**src/rtl/anr_pkg.sv**
```systemverilog
package anr_pkg;
    localparam int WORD_W  = 16;
    localparam int SEL_W   = 5;
    localparam int LEVELS  = 5;
    localparam int CODE_W  = $clog2(LEVELS + 1);
    localparam int NP_BIT  = 15;

    // Ability bit for each rank, index 0 is the highest rank
    localparam int RANK_BIT [LEVELS] = '{8, 9, 7, 6, 5};

    typedef enum logic [CODE_W-1:0] {
        MODE_NONE = 3'd0,
        MODE_10HD = 3'd1,
        MODE_10FD = 3'd2,
        MODE_TXHD = 3'd3,
        MODE_T4   = 3'd4,
        MODE_TXFD = 3'd5
    } mode_t;

    typedef struct packed {
        logic  valid;
        logic  error;
        mode_t mode;
        logic  fast;
        logic  full;
        logic  np;
    } res_t;
endpackage

```
**src/rtl/anr_common.sv**
```systemverilog
module anr_common
    import anr_pkg::*;
#(
    parameter int W        = WORD_W,
    parameter int SW       = SEL_W,
    parameter int N        = LEVELS,
    parameter logic [SW-1:0] SEL_OK = 1
) (
    input  logic [W-1:0] local_i,
    input  logic [W-1:0] partner_i,
    output logic         sel_match_o,
    output logic [N-1:0] ranked_o
);
    logic [W-1:0] both;

    assign both        = local_i & partner_i;
    assign sel_match_o = (local_i[SW-1:0] == SEL_OK) && (partner_i[SW-1:0] == SEL_OK);

    for (genvar r = 0; r < N; r++) begin : g_rank
        assign ranked_o[r] = both[RANK_BIT[r]];
    end
endmodule

```
**src/rtl/anr_pick.sv**
```systemverilog
module anr_pick
    import anr_pkg::*;
#(
    parameter int N  = LEVELS,
    parameter int CW = CODE_W
) (
    input  logic [N-1:0]  req_i,
    output logic          any_o,
    output logic [CW-1:0] code_o
);
    logic [N-1:0] blocked;
    logic [N-1:0] grant;

    for (genvar r = 0; r < N; r++) begin : g_chain
        if (r == 0) begin : g_top
            assign blocked[r] = 1'b0;
        end else begin : g_rest
            assign blocked[r] = blocked[r-1] | req_i[r-1];
        end
        assign grant[r] = req_i[r] & ~blocked[r];
    end

    assign any_o = |req_i;

    always_comb begin
        code_o = '0;
        for (int r = 0; r < N; r++) begin
            if (grant[r]) code_o = CW'(N - r);
        end
    end
endmodule

```
**src/rtl/anr_decode.sv**
```systemverilog
module anr_decode
    import anr_pkg::*;
(
    input  mode_t mode_i,
    output logic  fast_o,
    output logic  full_o
);
    always_comb begin
        fast_o = 1'b0;
        full_o = 1'b0;
        unique case (mode_i)
            MODE_TXFD: begin fast_o = 1'b1; full_o = 1'b1; end
            MODE_T4,
            MODE_TXHD: fast_o = 1'b1;
            MODE_10FD: full_o = 1'b1;
            default: ;
        endcase
    end
endmodule

```
**src/rtl/anr_resolver.sv**
```systemverilog
module anr_resolver
    import anr_pkg::*;
(
    input  logic              clk_i,
    input  logic              rst_ni,
    input  logic              restart_i,
    input  logic              done_i,
    input  logic [WORD_W-1:0] local_word_i,
    input  logic [WORD_W-1:0] partner_word_i,
    output logic              valid_o,
    output logic              error_o,
    output logic [CODE_W-1:0] mode_o,
    output logic              speed100_o,
    output logic              full_duplex_o,
    output logic              partner_np_o
);
    logic              sel_match;
    logic [LEVELS-1:0] ranked;
    logic              any_common;
    logic [CODE_W-1:0] pick_code;
    mode_t             pick_mode;
    logic              pick_fast;
    logic              pick_full;
    res_t              res_d, res_q;

    anr_common u_common (
        .local_i     (local_word_i),
        .partner_i   (partner_word_i),
        .sel_match_o (sel_match),
        .ranked_o    (ranked)
    );

    anr_pick u_pick (
        .req_i  (ranked),
        .any_o  (any_common),
        .code_o (pick_code)
    );

    assign pick_mode = mode_t'(pick_code);

    anr_decode u_decode (
        .mode_i (pick_mode),
        .fast_o (pick_fast),
        .full_o (pick_full)
    );

    always_comb begin
        res_d = res_q;
        if (restart_i) begin
            res_d = '0;
        end else if (done_i && !(res_q.valid || res_q.error)) begin
            res_d.np = partner_word_i[NP_BIT];
            if (sel_match && any_common) begin
                res_d.valid = 1'b1;
                res_d.error = 1'b0;
                res_d.mode  = pick_mode;
                res_d.fast  = pick_fast;
                res_d.full  = pick_full;
            end else begin
                res_d.valid = 1'b0;
                res_d.error = 1'b1;
                res_d.mode  = MODE_NONE;
                res_d.fast  = 1'b0;
                res_d.full  = 1'b0;
            end
        end
    end

    always_ff @(posedge clk_i or negedge rst_ni) begin
        if (!rst_ni) res_q <= '0;
        else         res_q <= res_d;
    end

    assign valid_o       = res_q.valid;
    assign error_o       = res_q.error;
    assign mode_o        = res_q.mode;
    assign speed100_o    = res_q.fast;
    assign full_duplex_o = res_q.full;
    assign partner_np_o  = res_q.np;
endmodule

```
**config.mk**
```make
export PLATFORM = sky130hd
export DESIGN_NAME = anr_resolver
export DESIGN_NICKNAME = d
export VERILOG_FILES = /design/src/rtl/anr_pkg.sv /design/src/rtl/anr_common.sv /design/src/rtl/anr_pick.sv /design/src/rtl/anr_decode.sv /design/src/rtl/anr_resolver.sv
export SDC_FILE = /design/constraint.sdc
export NUM_CORES = 1
export LEC_CHECK = 0
export BUFFER_PORTS_ARGS = -buffer_cell sky130_fd_sc_hd__buf_2
export CORE_AREA = 2 2 39 41
export DETAILED_ROUTE_END_ITERATION = 16
export DIE_AREA = 0 0 41 43
export PLACE_DENSITY = 0.74
export SKIP_CTS_REPAIR_TIMING = 1
export SYNTH_ARGS = -nofsm -noshare
export SYNTH_HDL_FRONTEND = slang
export SYNTH_SLANG_ARGS = --single-unit
```
**constraint.sdc**
```tcl
create_clock -name clk_i -period 2.9 [get_ports clk_i]
set_input_delay 0.58 -clock clk_i [delete_from_list [all_inputs] [get_ports clk_i]]
set_output_delay 0.58 -clock clk_i [all_outputs]
set_load 0.005 [all_outputs]
```
**Word-level counts from Yosys, hierarchy flattened**

Index checks and enable logic that the tools add are counted.

- Register bits after elaboration: 8
- Bits of input ports: 36
- Output and inout bits: 8
- RAM bits: 0
- Memories: 0
- Latch bits: 0
- Memory bits (read-only): 0
- Word-level logic and storage cells: 43

- Mux-type cells: 10
- Reductions and logical operators: 9
- Shifts and indexed selects: 0
- Equal/unequal tests: 6
- Bitwise logic cells: 12
- $add $sub $neg: 0
- $mul: 0
- Divide/modulo/power cells: 0
- Magnitude comparators: 0

Operator list:

| operator | number |
|---|---|
| two-way mux 8 bit | 2 |
| two-way mux 3 bit | 5 |
| AND 10 bit | 1 |
| equality test 5 x 1 -> 1 bit (second input constant) | 2 |
| two-way mux 7 bit | 1 |
| equality test 3 x 2 -> 1 bit (second input constant) | 2 |
| equality test 3 bit (second input constant) | 2 |
| OR reduction 5 bit | 1 |
| AND 1 bit | 4 |
| inverter 1 bit | 4 |
| logical AND 1 bit | 3 |
| bitwise OR 1 bit | 3 |
| OR reduction 3 bit | 1 |
| two-way mux 1 bit | 2 |
| nonzero test 2 bit | 1 |
| OR reduction 2 bit | 1 |
| zero test 1 bit | 1 |
| logical OR 1 bit | 1 |

**Depth between registers and ports, before layout**

Gate-level depths: netlist of the first run.

- Depth after elaboration: 13
- Depth in mapped cells: 4
- Depth with buffers taken out: 4

**Modules after synthesis**

From an unflattened synthesis of the first run, not the netlist that was laid out.

- Cell total of the unflattened synthesis: 57
- Area, all modules: 493.0 sq um

Modules (own cells, without submodules):

| module | area an instance (sq um) | sequential area each (sq um) | cells an instance | times used |
|---|---|---|---|---|
| anr_resolver | 357.8 | 200.2 | 37 | 1 |
| anr_common | 63.8 | 0.0 | 8 | 1 |
| anr_pick | 41.3 | 0.0 | 7 | 1 |
| anr_decode | 30.0 | 0.0 | 5 | 1 |

**Least setup slack after synthesis of the first run**

No wires, ideal clock.

- Path kind: input port to flip-flop
- Start: in local_word_i[2]
- End: reg res_q (netlist bit full_duplex_o)
- Buffers on the path: 0
- Data arrival time: 1.556 ns
- Required time: 2.823 ns
- Path slack: 1.266 ns
- Cell stages on the path: 4
- Library setup time: 0.077 ns
- Cell sequence: or4b_4 -> nor3_4 -> nand4_2 -> o21ai_1

- Cells in the longest elaborated chain, start to end: 6

Ends and longest elaborated chain:

| what | line | source |
|---|---|---|
| start: declaration | anr_resolver.sv:8 | `input logic [WORD_W-1:0] local_word_i,` |
| equality test 5 x 1 -> 1 bit | anr_common.sv:17 | `assign sel_match_o = (local_i[SW-1:0] == SEL_OK) && (partner_i[SW-1:0] == SEL_OK);` |
| logical AND 1 bit | anr_common.sv:17 |  |
| logical AND 1 bit | anr_resolver.sv:53 | `if (sel_match && any_common) begin` |
| two-way mux 7 bit | anr_resolver.sv:53 |  |
| two-way mux 8 bit | anr_resolver.sv:51 | `end else if (done_i && !(res_q.valid \|\| res_q.error)) begin` |
| two-way mux 8 bit | anr_resolver.sv:49 | `if (restart_i) begin` |
| end signal: assignment | anr_resolver.sv:71 | `else res_q <= res_d;` |
| end: declaration | anr_resolver.sv:24 | `res_t res_d, res_q;` |

No other way between the ends. The select of a mux whose other input is x is not followed.
A chain may end at the register's enable or synchronous reset.

**Worst setup path in the final report of the first run**

- Start: in local_word_i[7]
- End: reg res_q (netlist bit valid_o)

- Cells in the longest elaborated chain, start to end: 6

Ends and longest elaborated chain:

| what | line | source |
|---|---|---|
| AND 10 bit | anr_common.sv:16 | `assign both = local_i & partner_i;` |
| OR reduction 5 bit | anr_pick.sv:23 | `assign any_o = \|req_i;` |
| logical AND 1 bit | anr_resolver.sv:53 |  |
| two-way mux 7 bit | anr_resolver.sv:53 |  |
| two-way mux 8 bit | anr_resolver.sv:51 |  |
| two-way mux 8 bit | anr_resolver.sv:49 |  |

No other way between the ends. The select of a mux whose other input is x is not followed.

==> results of run 1 <==
==> registers in the layout (all words and copies together) (netlist names) <==
signal,count
error_o,1
full_duplex_o,1
mode_o,3
partner_np_o,1
speed100_o,1
valid_o,1
==> Yosys cell counts, drive strengths merged, types with 2 or more instances <==
cell type	count	area [um^2]
nand2	11	41.3
dfrtp	8	200
o21ai	6	30.0
a21oi	2	10.0
a31oi	2	12.5
inv	2	7.51
nor3	2	21.3
==> per-stage QoR <==
step	cell area, um^2	instances	utilization [%]	worst slack (ns)	hold slack, ns
floorplan	420	44	-	1.27	0.284
global placement	601	92	43.4	1.09	0.427
detailed placement	601	92	43.4	1.04	0.433
CTS	623	95	45.0	1.30	0.161
global route	623	95	45.0	1.18	0.157
finish	623	95	45.0	1.32	0.164
==> critical path: stages <==
cell and delay, ns:
buf_2 0.11, a222oi_1 0.52, nand3_1 0.20, nand4_2 0.19
o21ai_0 0.10
==> layout make-up <==
cell class	count	share of cell area (%)
inverter	2	1.20
tap	16	3.21
timing repair buffer	32	25.7
clock buffer	3	3.61
sequential	8	32.1
multi-input combinational	34	34.1
==> routing by layer <==
| metal | share of wire [%] | track usage (%) |
|---|---|---|
| met1 | 39 | 15.5 |
| met2 | 52 | 25.3 |
| met3 | 6.0 | 6.28 |
| met4 | 3.1 | 14.0 |
| met5 | 0 | 0 |
==> logic make-up (layout without fill, tap and decap cells) <==
group,count (synthesis),after routing,share of synthesized area [%]
and+or+nand+nor,19,19,27.4
AOI/OAI and AO/OA,15,15,23.2
DFF,8,8,47.6
buffers and inverters,2,37,1.79
==> final timing paths <==
path | to | cells after the start
max | valid_o | 5
min | mode_o[0] | 1
max reg2reg | full_duplex_o | 4
min reg2reg | mode_o[2] | 2
max in group asynchronous | full_duplex_o | 1
min in group clk_i | mode_o[2] | 2
==> power groups by stage <==
stage / combinational, uW / sequential [uW] / clock, uW
3_5_place_dp: 42.0 / 117 / 0
3_3_place_gp: 41.0 / 117 / 0
5_1_grt: 47.6 / 115 / 94.0
4_1_cts: 42.1 / 115 / 85.8
2_1_floorplan: 15.8 / 117 / 0
6_report: 41.5 / 115 / 80.5
==> metrics, run 1 <==
result of the run=completed; count of flip-flops with a built-in enable after synthesis=0; sequential cell area in the final layout=200 um^2; maximum number of pins on one net before global-route repair=9; global placement routability congestion=0.910; post-synthesis sequential area ratio=47.6%; clock slew at reported path FFs=0.05 ns; proportion of layout cells with a drive suffix above 1=48.1%; Sw Ratio=23.3%; aggregate routed wire length=1060 um; CTS buffer count=3; synthesized instance count=44; net switching power figure=55.2 uW; yosys synthesis warning count=0; Final HPWL DP=910 um; Net Count, Synth=80; count of final setup violators=0; Skew-Pair Late Insertion Delay=0.25 ns; leakage dissipation=0.000343 uW; Worst VDD drop=0.112 mV; initial antenna violation count=0; antenna violation net count after detailed routing=0; most common library cell in the layout ignoring fill and taps=buf_2; most used cells in the layout excluding fill and tap cells=32 x buf_2, 11 x nand2_1, 8 x dfrtp_1, 5 x o21ai_1, 3 x clkbuf_4; critical register-to-register path startpoint=valid_o; launching element of the worst setup path=local_word_i[7]; unrepaired setup endpoints after global routing=false; Filler Cell Count=142; number of buffers added on ports=32; clock tree sinks=8; Worst setup SP type=input port; Total Negative Setup Slacks=0 ns; Synth Area per Inst=9.55 um^2; maximum clock frequency=633 MHz; Avg WL per Cell=11.1 um; via count of the first global-routing pass=491; wire length of the first global-routing pass=1880 um; floorplan core area=1380 um^2; Placement Rows=14; final number of max-transition violations=0; clk root buf=clkbuf_4; area of the multi-input gates=213 um^2; TritonCTS clock tree=done; worst slew margin relative to its limit=65.3%; number of H-tree branching levels=1; highest fanout seen on the critical path=6; max_cap viols=0; sum of overflow across all layers after global routing=0; proportion of power drawn by the clock network=34.0%; part of the power in registers=48.5%; total power after layout=237 uW; worst setup path category=input port to flip-flop; internal portion of total power=182 uW; fin crit share=54.5%; Most used DFF post-synth=dfrtp_1; number of design-rule violations left by the first detailed-router iteration=11; actual transition at the worst max-transition pin=0.521 ns; Unique masters post-synth=20; number of endpoints with negative hold slack in the final report=0; post-detailed-route via-to-cell ratio=5.07; kind of end point of the critical path=flip-flop; #FFs+latches synth=8; residual DRC count=0; Area Overhead vs Synth=48.2%; initial cell density of the core=30.4%; vertical die dimension=43 um; length of the first detailed-routing pass in iterations=4; register-to-register setup slack=1.63 ns; Total Die Area=1760 um^2; Max Root-Sink Buffers=2; vias after detailed routing=482; Final #Nets=117; Synth Cell Area=420 um^2; GRT Util Overall=16.3%; die boundary width=41 um; time the worst path needs with I/O delays and setup=1.58 ns; share of async-settable or async-resettable flops after synthesis=100%; combinational group share of total power=17.5%; final setup skew=0.00295 ns; pwr dens=380 nW/um^2; IO Count=44; Hold Crit Class=input port to asynchronous set/reset pin; number of diodes=0; Crit path required time=3.02 ns; data arrival at the endpoint of the critical path=1.70 ns
Note: power is estimated with default switching activity, not from simulation.
==> run 2: changes to the inputs <==
--- a/config.mk
+++ b/config.mk
@@ -6,10 +6,9 @@
 export NUM_CORES = 1
 export LEC_CHECK = 0
 export BUFFER_PORTS_ARGS = -buffer_cell sky130_fd_sc_hd__buf_2
-export CORE_AREA = 2 2 39 41
+export CORE_UTILIZATION = 29
 export DETAILED_ROUTE_END_ITERATION = 16
-export DIE_AREA = 0 0 41 43
-export PLACE_DENSITY = 0.74
+export PLACE_DENSITY = 0.71
 export SKIP_CTS_REPAIR_TIMING = 1
 export SYNTH_ARGS = -nofsm -noshare
 export SYNTH_HDL_FRONTEND = slang
==> constraint.sdc (replaced) <==
create_clock -name clk_i -period 1.4 [get_ports clk_i]
set_input_delay 0.28 -clock clk_i [delete_from_list [all_inputs] [get_ports clk_i]]
set_output_delay 0.28 -clock clk_i [all_outputs]
set_load 0.005 [all_outputs]
==> metrics, run 2 (synthesis gave the netlist of run 1 again) <==
result of the run=completed; net switching power figure=120 uW (+120%); Total Die Area=1610 um^2 (-8.9%); Final HPWL DP=872 um (-4.2%); die boundary width=40.1 um (-2.3%); TritonCTS clock tree=done; kind of end point of the critical path=flip-flop; maximum clock frequency=787 MHz; Final #Nets=120 (+2.6%); Skew-Pair Late Insertion Delay=0.25 ns (about the same); sum of overflow across all layers after global routing=0 (unchanged); vertical die dimension=40.1 um (-6.8%); ordered list of cells on the worst path=buf_2, or4b_4, nor3_4, nand4_2, o21ai_1; time the worst path needs with I/O delays and setup=1.27 ns; final number of max-transition violations=0 (unchanged); pwr dens=771 nW/um^2 (+100%); part of the power in registers=47.4% (-1.1 points); worst slew margin relative to its limit=67.8% (+2.5 points); total power after layout=502 uW (+110%); count of final setup violators=0 (unchanged); highest fanout seen on the critical path=6 (unchanged); IO Count=44 (unchanged); final setup skew=0.000338 ns (-0.00261 ns); clock tree sinks=8 (unchanged); floorplan core area=1320 um^2 (-4.8%); Sw Ratio=24.0% (+0.63 points); Avg WL per Cell=10.7 um (-3.7%); number of design-rule violations left by the first detailed-router iteration=14 (+3); unrepaired setup endpoints after global routing=false; clock slew at reported path FFs=0.05 ns (about the same); Total Negative Setup Slacks=0 ns (unchanged); antenna violation net count after detailed routing=0 (unchanged); number of diodes=0 (unchanged); residual DRC count=0 (unchanged); initial antenna violation count=0 (unchanged); endpoint of the worst-slack reg-to-reg timing path=mode_o[1]; global placement routability congestion=0.653 (-28%); vias after detailed routing=490 (+1.7%); Max Root-Sink Buffers=2 (unchanged); Reg2Reg Depth=4 (unchanged); fin area=652 um^2 (+4.6%); register-to-register setup slack=0.18 ns (-1.45 ns); fin crit share=90.7%; Hold Crit Class=input port to flip-flop; maximum number of pins on one net before global-route repair=9 (unchanged); data arrival at the endpoint of the critical path=1.44 ns (-0.26 ns); GRT Util Overall=14.4% (-1.9 points); leakage dissipation=0.000359 uW (+4.6%); Worst setup SP type=input port; wire length of the first global-routing pass=1480 um (-22%); most used cells in the layout excluding fill and tap cells=32 x buf_2, 11 x nand2_1, 8 x dfrtp_1, 5 x o21ai_1, 3 x clkbuf_4; initial cell density of the core=31.9% (+1.5 points); Placed Area=614 um^2 (+2.3%); post-detailed-route via-to-cell ratio=5.05 (-0.44%); proportion of power drawn by the clock network=34.0% (about the same); max_cap viols=0 (unchanged); via count of the first global-routing pass=402 (-18%); critical register-to-register path startpoint=valid_o; capture point of the worst path=mode_o[1]; Area Overhead vs Synth=55.1%; worst setup path category=input port to flip-flop; proportion of layout cells with a drive suffix above 1=50.0% (+1.9 points); number of buffers added on ports=32 (unchanged); biggest cell delay along the critical path=0.53 ns (about the same); max reg flops=3 (unchanged); launching element of the worst setup path=local_word_i[2]; clk root buf=clkbuf_4; CTS buffer count=3 (unchanged); Worst VDD drop=0.313 mV (+180%); number of H-tree branching levels=1 (unchanged); length of the first detailed-routing pass in iterations=4 (unchanged); critical-path cell with the highest stage delay=or4b_4; most common library cell in the layout ignoring fill and taps=buf_2; combinational group share of total power=18.7% (+1.2 points); actual transition at the worst max-transition pin=0.481 ns (-0.0402 ns); Placement Rows=13 (-1); number of endpoints with negative hold slack in the final report=0 (unchanged); aggregate routed wire length=1040 um (-1.7%); Crit path required time=1.57 ns (-1.45 ns); internal portion of total power=382 uW (+110%)
## run 2: cell types whose count changed in the layout (fill, tap and decap cells not counted), sizes merged
| cell | delta |
|---|---|
| buf | +2 |
| dlygate4sd3 | +1 |
## run 2: power by group through the flow
stage / clock network [uW] / registers, uW / logic, uW
2_1_floorplan: 0 / 242 / 32.7
3_5_place_dp: 0 / 242 / 90.7
5_1_grt: 189 / 238 / 104
4_1_cts: 175 / 238 / 91.1
3_3_place_gp: 0 / 241 / 89.5
6_report: 171 / 238 / 93.8
## run 2: critical path: cells and delay by family
kind                   cells  cell delay (ns)
buffers and inverters      1             0.09
AND/OR/NAND/NOR            3             0.87
AO/OA/AOI/OAI              1             0.19
## run 2: final cells by class
type	count	area [um^2]
clock buffer	3	22.5
fill	138	666
inverter	2	7.51
multi-input combinational	34	218
sequential	8	200
tap	15	18.8
timing repair buffer	35	185
## run 2: how the worst min path moves through the flow
stage / from / cells after the start / to / slack [ns]
after floorplan: rst_ni / 0 / error_o / -0.02
after global placement: rst_ni / 1 / full_duplex_o / 0.13
after detailed placement: rst_ni / 1 / mode_o[2] / 0.13
after CTS: rst_ni / 1 / valid_o / -0.14
after global routing: partner_word_i[15] / 2 / partner_np_o / 0.25
final: partner_word_i[15] / 2 / partner_np_o / 0.25
## run 2: layer usage
metal | routed length, um | global-route usage [%] | vias to the layer above
met5 | 0 | 0 | -
met4 | 12 | 10.3 | 0
met3 | 80 | 3.89 | 2
met2 | 498 | 24.2 | 25
met1 | 448 | 15.3 | 220
li1 | - | - | 243
## run 2: metrics by stage
stage	worst slack, ns	hold slack [ns]	util (%)	std cells
after CTS	0.103	-0.136	48.3	96
final	0.130	0.251	49.5	97
after global routing	0.0537	0.246	49.5	97
after detailed placement	-0.146	0.130	46.6	93
after floorplan	0.0664	-0.0156	-	44
after global placement	-0.106	0.127	46.6	93
